**config.mk**
```make
export PLATFORM = sky130hd
export DESIGN_NAME = fpga_cfg_loader
export DESIGN_NICKNAME = d
export VERILOG_FILES = /design/src/rtl/fpga_cfg_loader.sv
export SDC_FILE = /design/constraint.sdc
export NUM_CORES = 1
export LEC_CHECK = 0
export BUFFER_PORTS_ARGS = -buffer_cell sky130_fd_sc_hd__buf_4
export CAP_MARGIN = 5
export CELL_PAD_IN_SITES_DETAIL_PLACEMENT = 2
export CELL_PAD_IN_SITES_GLOBAL_PLACEMENT = 2
export CORE_MARGIN = 2
export CORE_UTILIZATION = 34
export DETAILED_ROUTE_END_ITERATION = 12
export PLACE_DENSITY_LB_ADDON = 0.2
export SKIP_CTS_REPAIR_TIMING = 1
export SYNTH_ARGS = -nofsm -noshare
export SYNTH_HDL_FRONTEND = slang
export SYNTH_SLANG_ARGS = --single-unit
```
**constraint.sdc**
```tcl
create_clock -name clk -period 2.6 [get_ports clk]
set_clock_uncertainty 0.1 [all_clocks]
set_input_delay 0.26 -clock clk [delete_from_list [all_inputs] [get_ports clk]]
set_output_delay 0.26 -clock clk [all_outputs]
set_load 0.02 [all_outputs]
```
**src/rtl/fpga_cfg_loader.sv**
```systemverilog
module fpga_cfg_loader #(
  parameter int CLK_DIV  = 4,
  parameter int PROG_CYC = 12_500_000,
  parameter int INIT_MAX = 100_000,
  parameter int DONE_MAX = 100_000,
  parameter int LEN_W    = 24
) (
  input  logic             clk,
  input  logic             rst_n,
  input  logic             start,
  input  logic             swap_en,
  input  logic [LEN_W-1:0] img_len,
  input  logic [7:0]       in_data,
  input  logic             in_valid,
  output logic             in_ready,
  output logic             prog_n,
  output logic             cclk,
  output logic             din,
  input  logic             init_rdy,
  input  logic             done_in,
  output logic             busy,
  output logic             ok,
  output logic             err
);
  localparam int MAXA = PROG_CYC > INIT_MAX ? PROG_CYC : INIT_MAX;
  localparam int MAXC = MAXA > DONE_MAX ? MAXA : DONE_MAX;
  localparam int TW   = $clog2(MAXC + 1);
  localparam int HW   = $clog2(CLK_DIV + 1);

  typedef enum logic [2:0] {S_IDLE, S_PROG, S_INIT, S_FETCH, S_SHIFT, S_FLUSH} st_t;
  st_t st;

  logic [1:0]       init_sy, done_sy;
  logic [TW-1:0]    tcnt;
  logic [HW-1:0]    hcnt;
  logic [LEN_W-1:0] left;
  logic [31:0]      wbuf;
  logic [1:0]       wcnt, pend;
  logic [2:0]       bitn;
  logic [7:0]       sreg;
  logic             swap_r;

  wire half_end = (hcnt == HW'(CLK_DIV - 1));
  assign busy     = (st != S_IDLE);
  assign in_ready = (st == S_FETCH);
  assign din      = sreg[7];

  always_ff @(posedge clk or negedge rst_n) begin
    if (!rst_n) begin
      st <= S_IDLE; prog_n <= 1'b1; cclk <= 1'b0; sreg <= '0;
      ok <= 1'b0; err <= 1'b0; init_sy <= '0; done_sy <= '0;
      tcnt <= '0; hcnt <= '0; left <= '0; wbuf <= '0;
      wcnt <= '0; pend <= '0; bitn <= '0; swap_r <= 1'b0;
    end else begin
      init_sy <= {init_sy[0], init_rdy};
      done_sy <= {done_sy[0], done_in};
      case (st)
        S_IDLE: if (start) begin
          ok <= 1'b0; err <= 1'b0; swap_r <= swap_en; left <= img_len;
          tcnt <= '0; hcnt <= '0; wcnt <= '0; pend <= '0; bitn <= '0;
          if (swap_en && img_len[1:0] != 2'b00) err <= 1'b1;
          else begin prog_n <= 1'b0; st <= S_PROG; end
        end
        S_PROG: if (tcnt == TW'(PROG_CYC - 1)) begin
          prog_n <= 1'b1; tcnt <= '0; st <= S_INIT;
        end else tcnt <= tcnt + 1'b1;
        S_INIT: if (init_sy[1]) begin
          tcnt <= '0; hcnt <= '0;
          st <= (left == '0) ? S_FLUSH : S_FETCH;
        end else if (tcnt == TW'(INIT_MAX - 1)) begin
          err <= 1'b1; st <= S_IDLE;
        end else tcnt <= tcnt + 1'b1;
        S_FETCH: if (in_valid) begin
          left <= left - 1'b1; hcnt <= '0; bitn <= '0;
          if (!swap_r) begin
            sreg <= in_data; st <= S_SHIFT;
          end else begin
            wbuf <= {in_data, wbuf[31:8]};
            wcnt <= wcnt + 1'b1;
            if (wcnt == 2'd3) begin sreg <= in_data; pend <= 2'd3; st <= S_SHIFT; end
          end
        end
        S_SHIFT: if (half_end) begin
          hcnt <= '0;
          if (!cclk) cclk <= 1'b1;
          else begin
            cclk <= 1'b0;
            sreg <= {sreg[6:0], 1'b0};
            bitn <= bitn + 1'b1;
            if (bitn == 3'd7) begin
              if (pend != 2'd0) begin
                sreg <= wbuf[23:16]; wbuf <= wbuf << 8; pend <= pend - 1'b1;
              end else if (left == '0) begin
                tcnt <= '0; st <= S_FLUSH;
              end else st <= S_FETCH;
            end
          end
        end else hcnt <= hcnt + 1'b1;
        S_FLUSH: if (half_end) begin
          hcnt <= '0;
          if (cclk) cclk <= 1'b0;
          else if (done_sy[1]) begin ok <= 1'b1; st <= S_IDLE; end
          else if (tcnt == TW'(DONE_MAX)) begin err <= 1'b1; st <= S_IDLE; end
          else begin cclk <= 1'b1; tcnt <= tcnt + 1'b1; end
        end else hcnt <= hcnt + 1'b1;
        default: st <= S_IDLE;
      endcase
    end
  end
endmodule


```
# Word-level counts from Yosys, hierarchy flattened
# Cells that the tools add are included.
dict set report totals {
  regBits 110
  latchBits 0
  ramBits 0
  mem_bits_ro 0
  word_cells 183
  memories 0
}
dict set report classes {
  addsub 6
  mul 0
  n_div 0
  order_cmp 0
  eq_ne 36
  shift 0
  mux 95
  bitwise 0
  n_reduce_logical 30
}
# cell count
set ops {}
lappend ops {{24-bit two-way mux} 15}
lappend ops {{32-bit two-way mux} 6}
lappend ops {{24-bit one-hot mux with 5 select lines} 1}
lappend ops {{3-bit two-way mux} 23}
lappend ops {{32-bit one-hot mux with 2 select lines} 1}
lappend ops {{8-bit two-way mux} 7}
lappend ops {{24-bit by 17-bit equality test with 1-bit output, second input constant} 2}
lappend ops {{24-bit one-hot mux with 2 select lines} 1}
lappend ops {{2-bit != test, second input constant} 19}
lappend ops {{24-bit by 1-bit adder with 24-bit output, second input constant} 1}
lappend ops {{24-bit equality test, second input constant} 1}
lappend ops {{24-bit zero test} 1}
lappend ops {{24-bit by 1-bit subtractor with 24-bit output, second input constant} 1}
lappend ops {{1-bit two-way mux} 21}
lappend ops {{2-bit two-way mux} 10}
lappend ops {{3-bit one-hot mux with 6 select lines} 1}
lappend ops {{8-bit one-hot mux with 2 select lines} 1}
lappend ops {{5-bit AND reduction} 3}
lappend ops {{2-bit nonzero test} 7}
lappend ops {{13-bit AND reduction} 1}
lappend ops {{3-bit one-hot mux with 4 select lines} 1}
lappend ops {{12-bit AND reduction} 1}
lappend ops {{4-bit AND reduction} 3}
lappend ops {{3-bit by 2-bit equality test with 1-bit output, second input constant} 3}
lappend ops {{25 further kinds} 36}

# Depth between registers and ports, before layout
# Gate-level depths: netlist (run 1).
dict set report logic_depth {
  ltp_word 7
  ltp_mapped 11
  mapped_depth_nobuf 8
}

# Worst setup path after synthesis (run 1)
# OpenSTA, ideal clock, no wires.
dict set report synth_timing {
  path_type {register -> register}
  startpoint {register tcnt[0]}
  endpoint {register tcnt[23]}
  t_arrival_ps 2225
  t_required_ps 2379
  path_slack_ps 154
  stages_incl_launch_ff 9
  n_path_buf 1
  period_less_slack_ps 2446
  path_cell_list {dfrtp_1 ha_1 and3_1 nand3b_1 o41ai_2 and2_1 clkbuf_2 o21ai_0 a22o_1}
}
dict set report synth_via {
  elab_chain_len 6
}
# item line_no
set synth_lines {}
lappend synth_lines {{start: declaration} 34} ;# logic [TW-1:0] tcnt;
lappend synth_lines {{start signal: assignment} 66} ;# end else tcnt <= tcnt + 1'b1;
lappend synth_lines {{start signal: assignment} 72} ;# end else tcnt <= tcnt + 1'b1;
lappend synth_lines {{24-bit by 1-bit adder with 24-bit output} {66, 72, 104}}
lappend synth_lines {{24-bit two-way mux} 103} ;# else if (tcnt == TW'(DONE_MAX)) begin err <= 1'b1; st <= S_IDLE; end
lappend synth_lines {{24-bit two-way mux} 102} ;# else if (done_sy[1]) begin ok <= 1'b1; st <= S_IDLE; end
lappend synth_lines {{24-bit two-way mux} 101} ;# if (cclk) cclk <= 1'b0;
lappend synth_lines {{24-bit two-way mux} 99} ;# S_FLUSH: if (half_end) begin
lappend synth_lines {{24-bit one-hot mux with 5 select lines} 57} ;# case (st)
# Several ways; a longest one is shown, not always the timed one. The select of a mux whose other input is x is not followed.
# A chain may end at the register's enable or synchronous reset.

# Worst setup path after layout (run 1)
dict set report layout_timing {
  startpoint {register st[1]}
  endpoint {register tcnt[15]}
}
dict set report layout_via {
  elab_chain_len 3
}
# item line_no
set layout_lines {}
lappend layout_lines {{start: declaration} 31} ;# st_t st;
lappend layout_lines {{start signal: assignment} 69} ;# st <= (left == '0) ? S_FLUSH : S_FETCH;
lappend layout_lines {{3-bit by 2-bit equality test with 1-bit output, or another cell as far along} 57}
lappend layout_lines {{3-bit != test (no source line), or another cell as far along} --}
lappend layout_lines {{12-bit AND reduction (no source line)} --}
# Several ways; a longest one is shown, not always the timed one.

==> flow_summary.toml, run 1 <==
[sta]
worst_pin_slew_ns = 0.631
fin_tns_setup_ns = 0
rsz0062_at_grt = "true"
fin_crit_ns = 2.58
max_freq_mhz = 387
setup_viol = 0
slew_violations = 0
slew-limit-headroom = 0.579
fin_crit_sh = 0.994
hold_viol_final = 0

[synth]
synthCells = 710
synthTopCellsByArea = "dfrtp_1 45%, o21ai_0 6.7%, nand2_1 6.2%"
avgSynthCellArea_sq_um = 8.55
syn_nets = 757
postSynth.asyncResetShare = 1.00
synth_top_area_share = 0.450
yosysUniqueCellTypes = 65
synth_ff_type = "dfrtp_1"
synth_edf_count = 0
synth_top_area_cell = "dfrtp_1"
ys_seq_elements = 110
ys_seq_area_frac = 0.454
synth_warnings = 0
netlist_area_sq_um = 6070

[routing]
wl_per_cell_microns = 20.7
via_per_inst = 5.73
drc = 0
firstDrtPassIters = 4
detail-route-antenna-nets = 0
wl_mm = 21.4
first_iter_violations = 241
vias = 5908

[final_layout]
final_common_cell = "buf_4"
final_core_util = 0.439
drive_gt1_frac = 0.222
antenna_cells = 0
nFillCells = 1897
finalNetCount = 848
final_cell_mix = "111 x buf_4, 108 x dfrtp_1, 98 x nand2_1, 75 x o21ai_0, 62 x nor2_1"
area_growth_pct = 25.6
final_cell_count_no_fill = 1031

[global_routing]
gr-total-overflow = 0
grt_start_max_net_pins = 65
antenna_found_initial = 0
grt_pass1_wl_mm = 34.1
track_usage = 0.231
first_global_vias = 6469

[place]
placedCellCount = 1007
gp_congestion = 0.825
io_buffers = 45
hpwl_mm = 14.6

[pwr]
p_int_w = 0.00336
p_clk_frac = 0.295
power_density_nw_per_um2 = 673
p_leak_nw = 3.27
power_frac_seq = 0.444
swShare = 0.345
power_switching_w = 0.00177
ir_worst_vdd_mv = 0.335
comb_power_share = 0.261

[floorplan]
die_w_microns = 138
initial_core_util = 0.350
io_pins = 46
die_h_microns = 138
core_sq_um = 17400
num_rows = 48
die-area_sq_um = 18900

[clock_tree]
cts_made_buffers = 9
clkTransAtPathRegs_ns = 0.08
cts_tree = "built"
clock_latency_ns = 0.37
cts.sink_count = 110
cts_max_level = 3
ctsLongestPathBuffers = 2
cts_root_buf = "clkbuf_16"

[setup_path]
timing.rr.end = "tcnt[15]"
crit_path_start_kind = "register"
critPathRequiredTime_ns = 2.76
cp_max_fo = 7
r2r_cells = 8
rrSetupSlack_ns = 0.02
startpoint = "st[1]"
rr_startpoint = "st[1]"
cp-endpoint = "tcnt[15]"
arrival_ns = 2.75
cp-end-kind = "register"
path_class = "reg -> reg"

[run_status]
run_status = "completed"

[flow_run]
cap_violations = 0

[hold_path]
hold_class = "in -> reg"
==> worst min-delay path by stage <==
| stage | start | endpoint | slack [ns] | depth (start not counted) |
|---|---|---|---|---|
| after floorplan | rst_n | bitn[0] | -0.14 | 0 |
| after global placement | rst_n | left[12] | 0.21 | 1 |
| after detailed placement | rst_n | left[12] | 0.22 | 1 |
| after CTS | rst_n | tcnt[17] | -0.18 | 1 |
| after global routing | swap_en | swap_r | 0.04 | 2 |
| final | swap_en | swap_r | 0.04 | 2 |
==> kinds of logic (layout without fill, tap and decap cells) <==
group	Yosys count	count (layout)	synth area share
fa+ha+maj	8	8	0.0165
simple gates	292	292	0.233
buf+inv	66	162	0.0437
compound gates	216	216	0.221
mux	18	18	0.0316
flops	110	110	0.454
==> power by group through the flow <==
stage / registers [W] / logic [W] / clock network (W)
floorplan: 0.00226 / 0.000613 / 0
global placement: 0.00226 / 0.00117 / 0
detailed placement: 0.00229 / 0.00125 / 0
CTS: 0.00226 / 0.00127 / 0.00155
global route: 0.00232 / 0.00149 / 0.00161
finish: 0.00228 / 0.00134 / 0.00151
==> registers in the layout, summed over array words and instances, names as in the netlist, 2 cells and up <==
signal	cells
pend	2
init_sy	2
sreg	8
done_sy	2
hcnt	3
wbuf	32
left	24
st	3
bitn	3
tcnt	24
wcnt	2
==> per-stage QoR <==
stage	setup slack, ns	power [W]	hold slack, ns	area, sq um
after floorplan	0.154	0.00287	-0.136	6070
after global placement	-0.0664	0.00343	0.211	7060
after detailed placement	-0.180	0.00354	0.220	7060
after CTS	-0.235	0.00509	-0.177	7370
after global routing	-0.0603	0.00542	0.0359	7620
final	0.0165	0.00513	0.0392	7620
==> synthesized netlist by cell type, types with 3 or more instances <==
cell type / number
nand3b_1: 3
and2_1: 3
a21o_1: 5
nor2_1: 62
nand2_1: 101
nor3_1: 30
a21boi_0: 4
clkbuf_1: 30
o31ai_1: 4
a31oi_1: 26
nor4_1: 7
a22oi_1: 5
a22o_1: 16
nand3_1: 28
or4_1: 3
nand2b_1: 8
or3_1: 8
o2bb2ai_1: 5
o22ai_1: 4
and4_1: 4
inv_1: 26
buf_2: 3
nor2b_1: 3
mux2i_1: 9
a21oi_1: 41
nor4b_1: 5
and3_1: 5
o21ai_0: 81
nand4_1: 7
buf_4: 3
mux2_2: 9
o21a_1: 3
dfrtp_1: 109
ha_1: 8
==> critical path, cell delays in order (launching register included) <==
cell and delay [ns]:
dfrtp_1 0.42, buf_6 0.14, a21o_1 0.14, a22o_1 0.17, or4_4 0.55, a211oi_4 0.38
buf_6 0.21, o21ai_0 0.11, a22o_1 0.25
==> area by class of cell <==
class / instances / area (sq um) / share of cell area
Clock buffer: 9 / 225 / 0.0295
Clock inverter: 7 / 85.1 / 0.0112
Inverter: 26 / 97.6 / 0.0128
Multi-Input combinational cell: 534 / 3230 / 0.424
Sequential cell: 110 / 2760 / 0.361
Tap cell: 225 / 282 / 0.0369
Timing Repair Buffer: 120 / 948 / 0.124
==> layer usage <==
layer	wire length, microns	track usage	vias to the layer above
li1	-	-	2748
met1	9940	0.302	3077
met2	10700	0.401	66
met3	495	0.0327	17
met4	228	0.0584	0
met5	0	0	-
No activity file was read; power rests on OpenSTA's default activity.
==> run 2, diff against run 1 <==
ABC_AREA = 1   (was unset)
CORE_ASPECT_RATIO = 1.4   (was unset)
CORE_UTILIZATION = 31   (was 34)
==> flow_summary.toml, run 2 <==
[routing]
met1Wirelength_mm = 9.68
vias = 6877
wl_met2_mm = 12.7
detail-route-antenna-nets = 0
via_per_inst = 5.02
wl_per_cell_microns = 16.9
drc = 0
first_iter_violations = 193
wl_met3_microns = 295
top_layer = "met4"
wl_mm = 23.2
firstDrtPassIters = 4

[final_layout]
finalNetCount = 1116
final_common_cell = "nand2_1"
reg_top3 = "wbuf x32, left x24, tcnt x24"
final_cell_count_no_fill = 1371
final_cell_mix = "316 x nand2_1, 120 x nor2_1, 109 x dfrtp_1, 98 x inv_1, 90 x o21ai_0"
largest_reg_flops = 32
area_growth_pct = 15.8
top_register = "wbuf"
antenna_cells = 0
final_area_sq_um = 8070
drive_gt1_frac = 0.121

[synth]
syn_nets = 1066
synth-simple-area-share = 0.348
postSynth.asyncResetShare = 1.00
netlist_area_sq_um = 6970
ys_seq_elements = 110
yosysUniqueCellTypes = 38
synth.most_common_cell = "nand2_1"
ys_seq_area_frac = 0.395
synthXorXnorAreaFrac = 0.0226
synth_edf_count = 0
synthTopCellsByArea = "dfrtp_1 39%, nand2_1 17%, nor2_1 6.5%"
synth_compound_gate_area_share = 0.132
yosys-top-cells-count = "316 x nand2_1, 120 x nor2_1, 109 x dfrtp_1"
synth_top_area_cell = "dfrtp_1"
synth_warnings = 0
synth_fa_ha_area_frac = 0.0144
synth_ff_type = "dfrtp_1"
synthCells = 1019
synth_top_family_by_area = "simple AND/OR/NAND/NOR gates"
synth_top_area_share = 0.391
avgSynthCellArea_sq_um = 6.84
muxShareOfSynthArea = 0.00287

[clock_tree]
cts_made_buffers = 9
ctsLongestPathBuffers = 2
clock_latency_ns = 0.37
clkTransAtPathRegs_ns = 0.08
cts_root_buf = "clkbuf_16"
cts.sink_count = 110
cts_max_level = 3
cts_tree = "built"

[global_routing]
gr-total-overflow = 0
first_global_vias = 7636
grt_start_max_net_pins = 56
grt_pass1_wl_mm = 38.4
antenna_found_initial = 0
track_usage = 0.205

[sta]
setup_viol = 0
fin_crit_ns = 2.31
hold_viol_final = 0
hold_slack_ns = 0.0626
max_freq_mhz = 432
worst_pin_slew_ns = 0.679
setup_slack_ns = 0.285
fin_crit_sh = 0.890
slew_violations = 0
rsz0062_at_grt = "false"
slew-limit-headroom = 0.546

[place]
hpwl_mm = 17.1
gp_congestion = 0.765
pre_cts_slack_ns = -0.00862
placed_area_sq_um = 7720
placedCellCount = 1351
io_buffers = 45

[flow_run]
cap_violations = 0

[setup_path]
r2r_cells = 10
rrSetupSlack_ns = 0.29
arrival_ns = 2.52
cp-end-kind = "register"
cp_max_fo = 15
timing.rr.end = "tcnt[19]"
path_class = "reg -> reg"
crit_path_start_kind = "register"
rr_startpoint = "left[0]"
critPathRequiredTime_ns = 2.80

[pwr]
power_density_nw_per_um2 = 984
p_leak_nw = 3.87
ir_worst_vdd_mv = 0.431

[floorplan]
initial_core_util = 0.318
die_w_microns = 131
io_pins = 46
num_rows = 64
die-area_sq_um = 23700
die_h_microns = 181
core_sq_um = 21900

[hold_path]
hold_path_depth = 3
min_to = "left[5]"
hold_class = "in -> reg"
hp-start = "img_len[5]"

[run_status]
run_status = "completed"
-- run 2: worst max-delay path by stage --
stage / end / slack, ns / start / cells past startpoint
6_report: tcnt[19] / 0.29 / left[0] / 10
5_1_grt: tcnt[19] / 0.1 / left[0] / 10
4_1_cts: tcnt[19] / -0.08 / left[0] / 10
3_5_place_dp: tcnt[18] / -0.009 / left[0] / 10
3_3_place_gp: tcnt[11] / 0.15 / left[0] / 10
2_1_floorplan: tcnt[15] / 0.71 / left[0] / 10
-- run 2: layer usage --
metal,up-vias,track usage
li1,3374,-
met1,3430,0.230
met2,45,0.394
met3,28,0.0259
met4,0,0.0600
met5,-,0
-- run 2: through the flow --
| stage | TNS, ns | total power (W) | utilization |
|---|---|---|---|
| after floorplan | 0 | 0.00532 | - |
| after global placement | 0 | 0.00632 | 0.352 |
| after detailed placement | -0.00862 | 0.00648 | 0.352 |
| after CTS | -0.204 | 0.00804 | 0.366 |
| after global routing | 0 | 0.00866 | 0.368 |
| final | 0 | 0.00794 | 0.368 |
-- run 2: where the power goes --
part	switching [W]	leakage [nW]	total (W)	internal [W]
logic	0.00256	2.31	0.00373	0.00117
clock network	0.000712	0.149	0.00150	0.000783
registers	0.000425	1.42	0.00271	0.00229
total	0.00370	3.87	0.00794	0.00424
-- run 2: layout make-up --
type,instances,area (sq um)
Sequential cell,110,2750
Inverter,106,400
Clock buffer,10,239
Tap cell,297,372
Timing Repair Buffer,74,601
Clock inverter,6,68.8
Fill cell,2704,13900
Multi-Input combinational cell,768,3630
-- run 2: kinds of logic (layout without fill, tap and decap cells) --
family          count (synthesis)  after routing
compound gates                168            168
xor+xnor                       18             18
fa+ha+maj                       8              8
buf+inv                       142            196
flops                         110            110
mux                             2              2
simple gates                  571            572
-- run 2: critical path, stage by stage (launching register included) --
cell,delay (ns)
dfrtp_1,0.38
inv_1,0.11
ha_1,0.20
nand3_1,0.19
nor2_4,0.16
nand3_1,0.15
nand2_1,0.16
nand2_2,0.12
nor2_4,0.44
nand3_1,0.16
nand2_1,0.10
==> run 3, diff against run 2 <==
REMOVE_ABC_BUFFERS = 1   (was unset)
SETUP_SLACK_MARGIN = 0.3   (was unset)
==> flow_summary.toml, run 3 (same netlist as run 2, synthesis figures left out) <==
[run_status]
run_status = "completed"

[pwr]
power_density_nw_per_um2 = 1000
ir_worst_vdd_mv = 0.460
p_leak_nw = 3.94

[flow_run]
cap_violations = 0

[final_layout]
largest_reg_flops = 32
finalNetCount = 1127
nFillCells = 2670
drive_gt1_frac = 0.132
register_area_sq_um = 2750
final_core_util = 0.374
multi_input_comb_area_sq_um = 3660
final_common_cell = "nand2_1"
top_register = "wbuf"
antenna_cells = 0
reg_top3 = "wbuf x32, left x24, tcnt x24"
final_cell_mix = "316 x nand2_1, 119 x nor2_1, 109 x dfrtp_1, 98 x inv_1, 89 x o21ai_0"
area_growth_pct = 17.7

[place]
io_buffers = 45
hpwl_mm = 17.7
gp_congestion = 0.804

[routing]
firstDrtPassIters = 4
via_per_inst = 5.04
top_layer = "met5"
wl_mm = 23.9
wl_per_cell_microns = 17.3
vias = 6967
met1Wirelength_mm = 9.40
wl_met2_mm = 13.5
wl_met3_microns = 411
detail-route-antenna-nets = 0
first_iter_violations = 243
drc = 0

[global_routing]
first_global_vias = 7589
track_usage = 0.210
grt_start_max_net_pins = 44
grt_pass1_wl_mm = 39.2
gr-total-overflow = 0
antenna_found_initial = 1

[sta]
rsz0062_at_grt = "true"
fin_crit_ns = 2.16
slew_violations = 0
max_freq_mhz = 462
fin_crit_sh = 0.832
slew-limit-headroom = 0.638
setup_viol = 0
hold_viol_final = 0
fin_tns_setup_ns = 0
worst_pin_slew_ns = 0.542

[setup_path]
startpoint = "st[0]"
path_class = "reg -> reg"
critPathRequiredTime_ns = 2.72
rr_startpoint = "st[0]"
arrival_ns = 2.28
rrSetupSlack_ns = 0.44
r2r_cells = 7
cp_max_fo = 34
crit_path_start_kind = "register"
cp-end-kind = "register"
timing.rr.end = "hcnt[2]"

[floorplan]
die_h_microns = 181
core_sq_um = 21900
initial_core_util = 0.318
num_rows = 64
die-area_sq_um = 23700
die_w_microns = 131
io_pins = 46

[hold_path]
hold_path_depth = 3
hp-start = "swap_en"
min_to = "swap_r"
hold_class = "in -> reg"

[clock_tree]
cts_max_level = 3
clock_latency_ns = 0.37
cts_root_buf = "clkbuf_16"
cts.sink_count = 110
cts_made_buffers = 9
ctsLongestPathBuffers = 2
clkTransAtPathRegs_ns = 0.09
cts_tree = "built"
run 3: where the power goes:
group | switching, W | internal (W) | leakage, nW | total (W)
logic | 0.00268 | 0.00138 | 2.38 | 0.00406
registers | 0.000425 | 0.00229 | 1.42 | 0.00271
clock network | 0.000781 | 0.000688 | 0.145 | 0.00147
run 3: worst max path at each step:
stage                          end  slack, ns  cells past startpoint
after CTS                 tcnt[18]     -0.004                     10
after detailed placement  tcnt[18]      0.005                     11
after global routing      left[21]       0.27                     11
after global placement    tcnt[11]       0.11                     11
final                      hcnt[2]       0.44                      7
after floorplan            wbuf[0]      -0.51                      8
run 3: critical path, cell delays in order (launching register included):
cell and delay [ns]:
dfrtp_1 0.48, nor2_2 0.26, nand2_4 0.09, buf_4 0.26, nand2_1 0.20, nor3_1 0.07, nor3_1 0.38, a21boi_0 0.17
run 3: routing by layer:
| layer | vias to the layer above | track usage |
|---|---|---|
| li1 | 3384 | - |
| met1 | 3484 | 0.233 |
| met2 | 61 | 0.414 |
| met3 | 36 | 0.0280 |
| met4 | 2 | 0.0472 |
| met5 | - | 0 |
run 3: per-stage QoR:
stage | instances | setup WS, ns | cell area (sq um) | hold WS, ns | total power (W)
finish | 1382 | 0.437 | 8200 | 0.0529 | 0.00824
global route | 1382 | 0.271 | 8200 | 0.0872 | 0.00898
CTS | 1374 | -0.00360 | 8060 | -0.227 | 0.00803
detailed placement | 1358 | 0.00547 | 7760 | 0.167 | 0.00653
global placement | 1358 | 0.113 | 7760 | 0.168 | 0.00637
floorplan | 983 | -0.513 | 6780 | -0.136 | 0.00508
run 3: cell type report:
cell class / instances / share of cell area
clock buffers: 9 / 0.0275
clock inverters: 7 / 0.00916
inverters: 106 / 0.0488
multi-input cells: 768 / 0.446
flip-flops and latches: 110 / 0.336
well taps: 297 / 0.0453
repair buffers: 85 / 0.0868
